`src/rtl/pla_pkg.sv`:
```
package pla_pkg;

    // Polarity link pair of one output; tie_zero sits at the lower bit.
    typedef struct packed {
        logic tie_one;
        logic tie_zero;
    } pol_link_t;

    function automatic int cfg_total(input int n, input int p, input int m);
        return 2 * n * p + p * m + 2 * m;
    endfunction

    function automatic int cfg_words(input int total, input int w);
        return (total + w - 1) / w;
    endfunction

    // Ground link dominates: inversion only with the high link alone.
    function automatic logic pol_invert(input pol_link_t l);
        return l.tie_one & ~l.tie_zero;
    endfunction

endpackage

```
`src/rtl/pla_cfg_store.sv`:
```
module pla_cfg_store #(
    parameter int TOTAL = 72,
    parameter int W     = 8,
    parameter int AW    = 4
) (
    input  logic             clk,
    input  logic             rst,
    input  logic             we,
    input  logic             lock,
    input  logic [AW-1:0]    addr,
    input  logic [W-1:0]     data,
    output logic [TOTAL-1:0] cfg_q
);
    localparam int WORDS  = pla_pkg::cfg_words(TOTAL, W);
    localparam int PADDED = WORDS * W;

    logic [PADDED-1:0] img_q;
    logic              wr_ok;

    assign wr_ok = we && !lock && (32'(addr) < WORDS);

    always_ff @(posedge clk) begin
        if (rst) begin
            img_q <= '0;
        end else if (wr_ok) begin
            img_q[32'(addr) * W +: W] <= data;
        end
    end

    assign cfg_q = img_q[TOTAL-1:0];

    p_reset_clear_r1: assert property (@(posedge clk) rst |=> (img_q == '0));
    p_lock_hold_r8: assert property (@(posedge clk) disable iff (rst)
        (we && lock) |=> $stable(img_q));
    p_range_hold_r9: assert property (@(posedge clk) disable iff (rst)
        (we && (32'(addr) >= WORDS)) |=> $stable(img_q));
    p_write_lands_r7: assert property (@(posedge clk) disable iff (rst)
        (we && !lock && (32'(addr) < WORDS)) |=>
        (img_q[32'($past(addr)) * W +: W] == $past(data)));

endmodule

```
`src/rtl/pla_and_plane.sv`:
```
module pla_and_plane #(
    parameter int N = 4,
    parameter int P = 6
) (
    input  logic [N-1:0]     in_vec,
    input  logic [2*N*P-1:0] and_cfg,
    output logic [P-1:0]     term
);
    localparam int ROW = 2 * N;

    for (genvar k = 0; k < P; k++) begin : g_term
        logic [ROW-1:0] row;
        logic [N-1:0]   use_t;
        logic [N-1:0]   use_c;
        logic           acc;

        assign row = and_cfg[k*ROW +: ROW];

        always_comb begin
            acc = 1'b1;
            for (int i = 0; i < N; i++) begin
                use_t[i] = row[2*i];
                use_c[i] = row[2*i+1];
                if (use_t[i]) acc = acc & in_vec[i];
                if (use_c[i]) acc = acc & ~in_vec[i];
            end
        end

        assign term[k] = acc;

        always_comb begin
            if (row == '0)
                p_empty_term_r3: assert (term[k] == 1'b1);
            if ((use_t & use_c) != '0)
                p_conflict_zero_r4: assert (term[k] == 1'b0);
        end
    end

endmodule

```
`src/rtl/pla_or_plane.sv`:
```
module pla_or_plane
    import pla_pkg::*;
#(
    parameter int P = 6,
    parameter int M = 3
) (
    input  logic [P-1:0]   term,
    input  logic [P*M-1:0] or_cfg,
    input  logic [2*M-1:0] pol_cfg,
    output logic [M-1:0]   out_vec
);
    for (genvar j = 0; j < M; j++) begin : g_out
        logic [P-1:0] sel;
        pol_link_t    link;
        logic         sum;

        assign sel  = or_cfg[j*P +: P];
        assign link = pol_link_t'(pol_cfg[2*j +: 2]);
        assign sum  = |(term & sel);
        assign out_vec[j] = sum ^ pol_invert(link);

        always_comb begin
            if (sel == '0)
                p_empty_or_r5: assert (out_vec[j] == (link.tie_one & ~link.tie_zero));
            if (link.tie_zero)
                p_ground_wins_r6: assert (out_vec[j] == sum);
        end
    end

endmodule

```
`src/rtl/pla_core.sv`:
```
module pla_core #(
    parameter int N_IN  = 4,
    parameter int N_PT  = 6,
    parameter int N_OUT = 3,
    parameter int CFG_W = 8,
    localparam int CFG_TOTAL = pla_pkg::cfg_total(N_IN, N_PT, N_OUT),
    localparam int CFG_WORDS = pla_pkg::cfg_words(CFG_TOTAL, CFG_W),
    localparam int CFG_AW    = $clog2(CFG_WORDS + 1)
) (
    input  logic              clk,
    input  logic              rst,
    input  logic              cfg_we,
    input  logic              cfg_lock,
    input  logic [CFG_AW-1:0] cfg_addr,
    input  logic [CFG_W-1:0]  cfg_data,
    input  logic [N_IN-1:0]   in_vec,
    output logic [N_OUT-1:0]  out_vec
);
    localparam int AND_BITS = 2 * N_IN * N_PT;
    localparam int OR_BITS  = N_PT * N_OUT;
    localparam int POL_BITS = 2 * N_OUT;

    logic [CFG_TOTAL-1:0] cfg_q;
    logic [N_PT-1:0]      term;

    pla_cfg_store #(.TOTAL(CFG_TOTAL), .W(CFG_W), .AW(CFG_AW)) store_i (
        .clk  (clk),
        .rst  (rst),
        .we   (cfg_we),
        .lock (cfg_lock),
        .addr (cfg_addr),
        .data (cfg_data),
        .cfg_q(cfg_q)
    );

    pla_and_plane #(.N(N_IN), .P(N_PT)) and_i (
        .in_vec (in_vec),
        .and_cfg(cfg_q[AND_BITS-1:0]),
        .term   (term)
    );

    pla_or_plane #(.P(N_PT), .M(N_OUT)) or_i (
        .term   (term),
        .or_cfg (cfg_q[AND_BITS +: OR_BITS]),
        .pol_cfg(cfg_q[AND_BITS+OR_BITS +: POL_BITS]),
        .out_vec(out_vec)
    );

    p_reset_outputs_r1: assert property (@(posedge clk) rst |=> (out_vec == '0));

endmodule

```
`config.mk`:
```
export PLATFORM = sky130hd
export DESIGN_NAME = pla_core
export DESIGN_NICKNAME = d
export VERILOG_FILES = /design/src/rtl/pla_pkg.sv /design/src/rtl/pla_cfg_store.sv /design/src/rtl/pla_and_plane.sv /design/src/rtl/pla_or_plane.sv /design/src/rtl/pla_core.sv
export SDC_FILE = /design/constraint.sdc
export NUM_CORES = 1
export LEC_CHECK = 0
export BUFFER_PORTS_ARGS = -buffer_cell sky130_fd_sc_hd__buf_4
export CORE_AREA = 4 4 145 105
export CTS_CLUSTER_DIAMETER = 120
export CTS_CLUSTER_SIZE = 25
export DETAILED_ROUTE_END_ITERATION = 7
export DIE_AREA = 0 0 149 109
export SETUP_SLACK_MARGIN = 0.5
export SYNTH_ARGS = -nofsm -noshare
export SYNTH_HDL_FRONTEND = slang
export SYNTH_SLANG_ARGS = --single-unit
```
`constraint.sdc`:
```
create_clock -name clk -period 2.3 [get_ports clk]
set_input_delay 0.23 -clock clk [delete_from_list [all_inputs] [get_ports clk]]
set_output_delay 0.23 -clock clk [all_outputs]
set_load 0.05 [all_outputs]
```
* Yosys cells after proc, flatten, opt, wreduce, memory -nomap -nowiden *
Cells that the tools add are included.

storage, ports and cells
  register bits = 72
  word-level logic and storage cells = 118

operators by class
  magnitude comparators = 1
  $add $sub $neg = 1
  shift operators = 2
  multiplexer cells = 49
  reductions and logical operators = 6
  bitwise gates (word level) = 58

operator list
  cell                                                   number
  bitwise mux 72 bit                                     1
  variable shift 8 x 34 -> 72 bit, first input constant  1
  variable part select 8 x 34 -> 72 bit                  1
  two-way mux 1 bit                                      48
  bitwise AND 1 bit                                      45
  negation 7 -> 34 bit                                   1
  bitwise AND 6 bit                                      3
  OR reduction 6 bit                                     3
  NOT 1 bit                                              7
  < comparator 4 bit, second input constant              1
  bitwise XOR 1 bit                                      3
  logical AND 1 bit                                      2
  zero test 1 bit                                        1

* Logic depth before layout (Yosys ltp) *
  depth in word-level cells = 18
  mapped depth = 9
  mapped depth without buffers = 7

* By module *
From an unflattened synthesis, not the netlist that was laid out.

second synthesis, totals
  cell total of the unflattened synthesis = 373
  area total of the unflattened synthesis = 3699.8 µm²

by module, submodules not included
  module         sequential area each (µm²)  cells an instance  instances  area each (µm²)
  pla_cfg_store  1441.4                      310                1          3164.3
  pla_and_plane  0.0                         45                 1          407.9
  pla_or_plane   0.0                         18                 1          127.6

* Worst setup path after synthesis *
Ideal clock, no wire load.

  kind = input to register
  from = input cfg_addr[0]
  to = register store_i.img_q[32] (netlist: store_i.cfg_q[32])
  required time = 2172 ps
  setup slack = 45 ps
  data arrival time = 2128 ps
  stages = 9
  setup time = 128 ps
  cells stage by stage = clkbuf_1 -> nor3_1 -> ha_1 -> nand3b_1 -> nor3_1 -> nor3b_1 -> buf_2 -> mux2i_1 -> nor2_1

on the way
  longest elaborated chain between the ends = 3
  elaborated cells between the ends (all ways) = 6
  classes of those cells = add/sub (1); order compare (1); shift (2); mux (1); reduce/logical (1)

RTL lines
  what                                                                                      RTL line             RTL
  start: declaration                                                                        pla_core.sv:14       input logic [CFG_AW-1:0] cfg_addr,
  negation 7 -> 34 bit                                                                      pla_cfg_store.sv:26  img_q[32'(addr) * W +: W] <= data;
  variable part select 8 x 34 -> 72 bit or variable shift 8 x 34 -> 72 bit (tied branches)  pla_cfg_store.sv:26
  bitwise mux 72 bit                                                                        pla_cfg_store.sv:26
  end signal: indexed assignment                                                            pla_cfg_store.sv:26
  end: declaration                                                                          pla_cfg_store.sv:17  logic [PADDED-1:0] img_q;

Parallel ways exist; a longest one is shown, timed or not.
A chain may end at the register's enable or synchronous reset.

* Final worst setup path *
  from = register store_i.img_q[38] (netlist: store_i.cfg_q[38])
  to = output out_vec[1]

on the way
  longest elaborated chain between the ends = 6

RTL lines
  what                    RTL line             RTL
  two-way mux 1 bit (*)   pla_and_plane.sv:24  if (use_t[i]) acc = acc & in_vec[i];
  bitwise AND 1 bit       pla_and_plane.sv:25  if (use_c[i]) acc = acc & ~in_vec[i];
  two-way mux 1 bit (*)   pla_and_plane.sv:25
  bitwise AND 6 bit (*)   pla_or_plane.sv:19   assign sum = |(term & sel);
  OR reduction 6 bit (*)  pla_or_plane.sv:19
  bitwise XOR 1 bit (*)   pla_or_plane.sv:20   assign out_vec[j] = sum ^ pol_invert(link);
  end: declaration        pla_core.sv:17       output logic [N_OUT-1:0] out_vec

Mark *: on every way between the ends. The rest lies on a longest branch, timed or not.

==> impl_summary.txt <==
----------------------------------------------------
[Status]
  Outcome ... finished clean

[Detailed routing]
  Total via count after detailed routing ... 3020
  First-pass detailed-route iteration total ... 5
  Drt total wl ... 10.1 mm
  Final routed wire length divided by cell count ... 16.4 um
  Via density ... ~4.9
  Routed Antenna Nets ... 0
  Number of DRC violations after detailed-routing iteration 0 ... 245
  DRC errors left ... 0

[Layout]
  Antenna fix cells ... 0
  Layout cells sized above 1 ... 27.0%
  Area added between synthesis and finish ... 31.5%
  Flip-flop count of the largest register after layout ... 72
  Fin util ... approximately a third
  Layout net count ... 448

[Synthesis]
  Register area share after synthesis ... 42.5%
  Area contributors post-synth ... sky130_fd_sc_hd__dfxtp_1 43%, sky130_fd_sc_hd__mux2i_1 12%, sky130_fd_sc_hd__a21oi_1 8.3%
  Synthesis warning total ... 0
  Fraction of synthesized cell area taken by the top area cell type ... 42.5%
  Post-synthesis instance area ... around 3400 um^2
  Number of unique standard cell types used by synthesis ... 36
  Post-synthesis net count ... 422
  Average cell area after synthesis ... 8.52 um^2
  Cells after Synth ... 398
  Top cell type by total area after synthesis ... sky130_fd_sc_hd__dfxtp_1
  Flop and latch count out of synthesis ... 72

[Clocking]
  Max Root-Sink Buffers ... 2
  Number of clock buffers inserted by TritonCTS ... 9
  TritonCTS clock tree ... built
  H-Tree Depth ... 3
  Clock slew at the register clock pins of the worst setup and hold paths ... approximately 0.060 ns
  Latest clock arrival within the worst-skew pair ... 0.34 ns
  Clock tree sinks ... 72
  Root buffer cell ... sky130_fd_sc_hd__clkbuf_16

[STA]
  Finish-stage setup viols ... 0
  Minimum clock period after layout ... 1.90 ns
  Count of final max-slew check failures ... 0
  Final Hold Slack ... 0.213 ns
  RSZ-0062 raised after global routing ... true
  Worst path setup slack after routing ... 0.399 ns
  Hold violation count in the final report ... 0
  Final setup skew ... 0 ns
  Tightest Pin Transition ... between 0.7 and 0.8 ns
  Share of the cycle needed by the critical path after routing ... 82.6%
  Normalized max-slew margin ... 50.1%
  Upper clock frequency limit ... 526 MHz
  Setup TNS after final layout ... 0 ns

[Worst setup path]
  CP endpoint kind ... output port
  Startpoint types ... flip-flop
  Arrival time at the worst endpoint ... about 1.7 ns
  Launching point of the worst reg2reg path ... store_i.cfg_q[21]
  Minimum setup slack among reg-to-reg paths ... 1.64 ns
  Register-to-Register Path Depth ... 2
  Required @ worst endpoint ... a little over 2 ns
  Crit Path Class ... reg2out
  Maximum fanout along the worst path ... 3
  Max incr delay on CP ... 0.33 ns
  Cell with the largest stage delay on the worst path ... sky130_fd_sc_hd__dfxtp_1
  Critical path cell sequence ... mux2i_1 > and4_4 > a22oi_2 > nand3_4 > xnor2_4 > buf_6
  FF-to-FF End ... store_i.cfg_q[21]

[Flow run]
  Count of maximum capacitance violations ... 0

[GRT]
  Vias in the first global route ... about 3000
  Total global-route track usage ... 12.8%
  Largest net degree at the start of global routing ... 73
  Antenna violations before repair ... 0
  Total gr overflow ... 0
  First-pass GRT wire length ... 15.7 mm

[Floorplanning]
  Die X ... 149 um
  Ports placed on the boundary ... 23
  Total number of placement rows ... 36
  Overall die area ... 16200 um^2
  Core box area ... 13800 um^2
  Starting utilization of the core area ... 24.6%
  Floorplan die height ... 109 um

[Placed design]
  Routability congestion estimate from global placement ... 0.821
  Detail Placement HPWL ... 6.94 mm
  Count of buffers from port buffering ... 22
  Post-Place Worst Slack ... about 0.11 ns

[Hold path]
  Startpoint of the lowest-slack hold path ... cfg_data[1]
  Hold path cells ... 3
  Path category of the worst min-delay check ... in2reg
  Worst Hold Path EP ... store_i.cfg_q[25]

[Power]
  Peak supply drop ... 0.000329 V
  P per Cell Area ... around 690 nW/um^2
  LEAKAGE ... 1.57 nW

----------------------------------------------------
[routing by layer]
layer  part of all wire, %  track usage (%)  wire length (um)
met5                     0                0                 0
met4                   1.1             3.59               107
met3                   6.9             4.40               699
met2                    44             19.4              4470
met1                    48             17.5              4870
[per-stage QoR]
| stage | power [mW] | instances | cell area, um^2 |
|---|---|---|---|
| floorplan | 1.40 | 398 | 3570 |
| global placement | 1.48 | 595 | 3880 |
| detailed placement | 1.49 | 595 | 3880 |
| CTS | 3.10 | 613 | 4340 |
| global route | 3.18 | 619 | 4460 |
| finish | 3.09 | 619 | 4460 |
[worst max-delay path by stage]
stage,start,to,slack [ns]
after floorplan,cfg_addr[0],store_i.cfg_q[32],0.35
after global routing,store_i.cfg_q[15],out_vec[2],0.32
after global placement,cfg_addr[0],store_i.cfg_q[51],0.19
after CTS,store_i.cfg_q[46],out_vec[1],0.38
final,store_i.cfg_q[38],out_vec[1],0.40
after detailed placement,cfg_addr[0],store_i.cfg_q[35],0.11
[cells in the mapped netlist, drive strengths merged]
cell type  count
nand2b        12
inv            3
nor3b          3
clkbuf        15
buf            8
and2          13
mux2i         40
a22oi          9
ha             4
xnor2          3
nor4           2
dfxtp         72
a211o          1
a21oi         57
nand3         55
nand4b         1
xor2           1
nand2         54
and4           6
a211oi         1
and3           1
nor4b          1
nor2          20
nand3b         2
nor3           5
or3b           9
[power by group]
part	leakage, nW	switching [mW]	internal [mW]
combinational	0.825	0.154	0.0774
sequential	0.587	0.000648	1.25
clock	0.154	0.551	1.06
total	1.57	0.706	2.38
[worst max-delay path: cells and delay by family (launching register included)]
| family | cells | cell delay [ns] |
|---|---|---|
| AOI/OAI and AO/OA | 1 | 0.23 |
| DFF | 1 | 0.33 |
| xor gates and xnor gates | 1 | 0.16 |
| and+or+nand+nor | 2 | 0.36 |
| muxes | 1 | 0.08 |
| buffers and inverters | 1 | 0.17 |
[final cells by class]
class | count | area [um^2]
well taps | 190 | 238
repair buffers | 37 | 300
clock inverters | 7 | 120
flip-flops and latches | 72 | 1460
clock buffers | 9 | 225
inverters | 3 | 11.3
multi-input cells | 301 | 2100
fillers | 1444 | 9330
[cells in the final DEF, fill, tap and decap left out, types with 3 or more instances in the layout]
cell type	netlist	final
sky130_fd_sc_hd__nand3_2	0	4
sky130_fd_sc_hd__clkbuf_16	0	9
sky130_fd_sc_hd__nand3_4	1	3
sky130_fd_sc_hd__and2_1	12	10
sky130_fd_sc_hd__nand2b_1	12	12
sky130_fd_sc_hd__dfxtp_2	0	14
sky130_fd_sc_hd__nor2_1	20	20
sky130_fd_sc_hd__ha_1	4	3
sky130_fd_sc_hd__mux2i_1	40	38
sky130_fd_sc_hd__and4_4	0	6
sky130_fd_sc_hd__bufinv_16	0	3
sky130_fd_sc_hd__clkinvlp_4	0	4
sky130_fd_sc_hd__dfxtp_1	72	58
sky130_fd_sc_hd__nor3_1	5	3
sky130_fd_sc_hd__a21oi_1	56	54
sky130_fd_sc_hd__buf_4	1	32
sky130_fd_sc_hd__buf_6	1	4
sky130_fd_sc_hd__nand2_1	54	54
sky130_fd_sc_hd__or3b_4	1	7
sky130_fd_sc_hd__nand3_1	54	49
sky130_fd_sc_hd__xnor2_4	0	3
sky130_fd_sc_hd__a22oi_2	0	9
[cell families after synthesis]
group                      after synthesis  synth area share (%)
xor gates and xnor gates                 4                  1.03
adders and majority gates                4                  1.48
buffers and inverters                   26                  3.29
AOI/OAI and AO/OA                       68                  11.4
muxes                                   40                  11.8
DFF                                     72                  42.5
and+or+nand+nor                        184                  28.5
[timing repair]
item / 4_1_cts / 5_1_grt
pin swaps: 15 / 12
hold buffers: 0 / 0
buffers inserted: 2 / 5
resized for setup: 34 / 22
endpoints found under the setup margin: 8 / 55
gates cloned: 0 / 1
endpoints found under the hold margin: 0 / 0
Power figures use the tool's default switching activity.
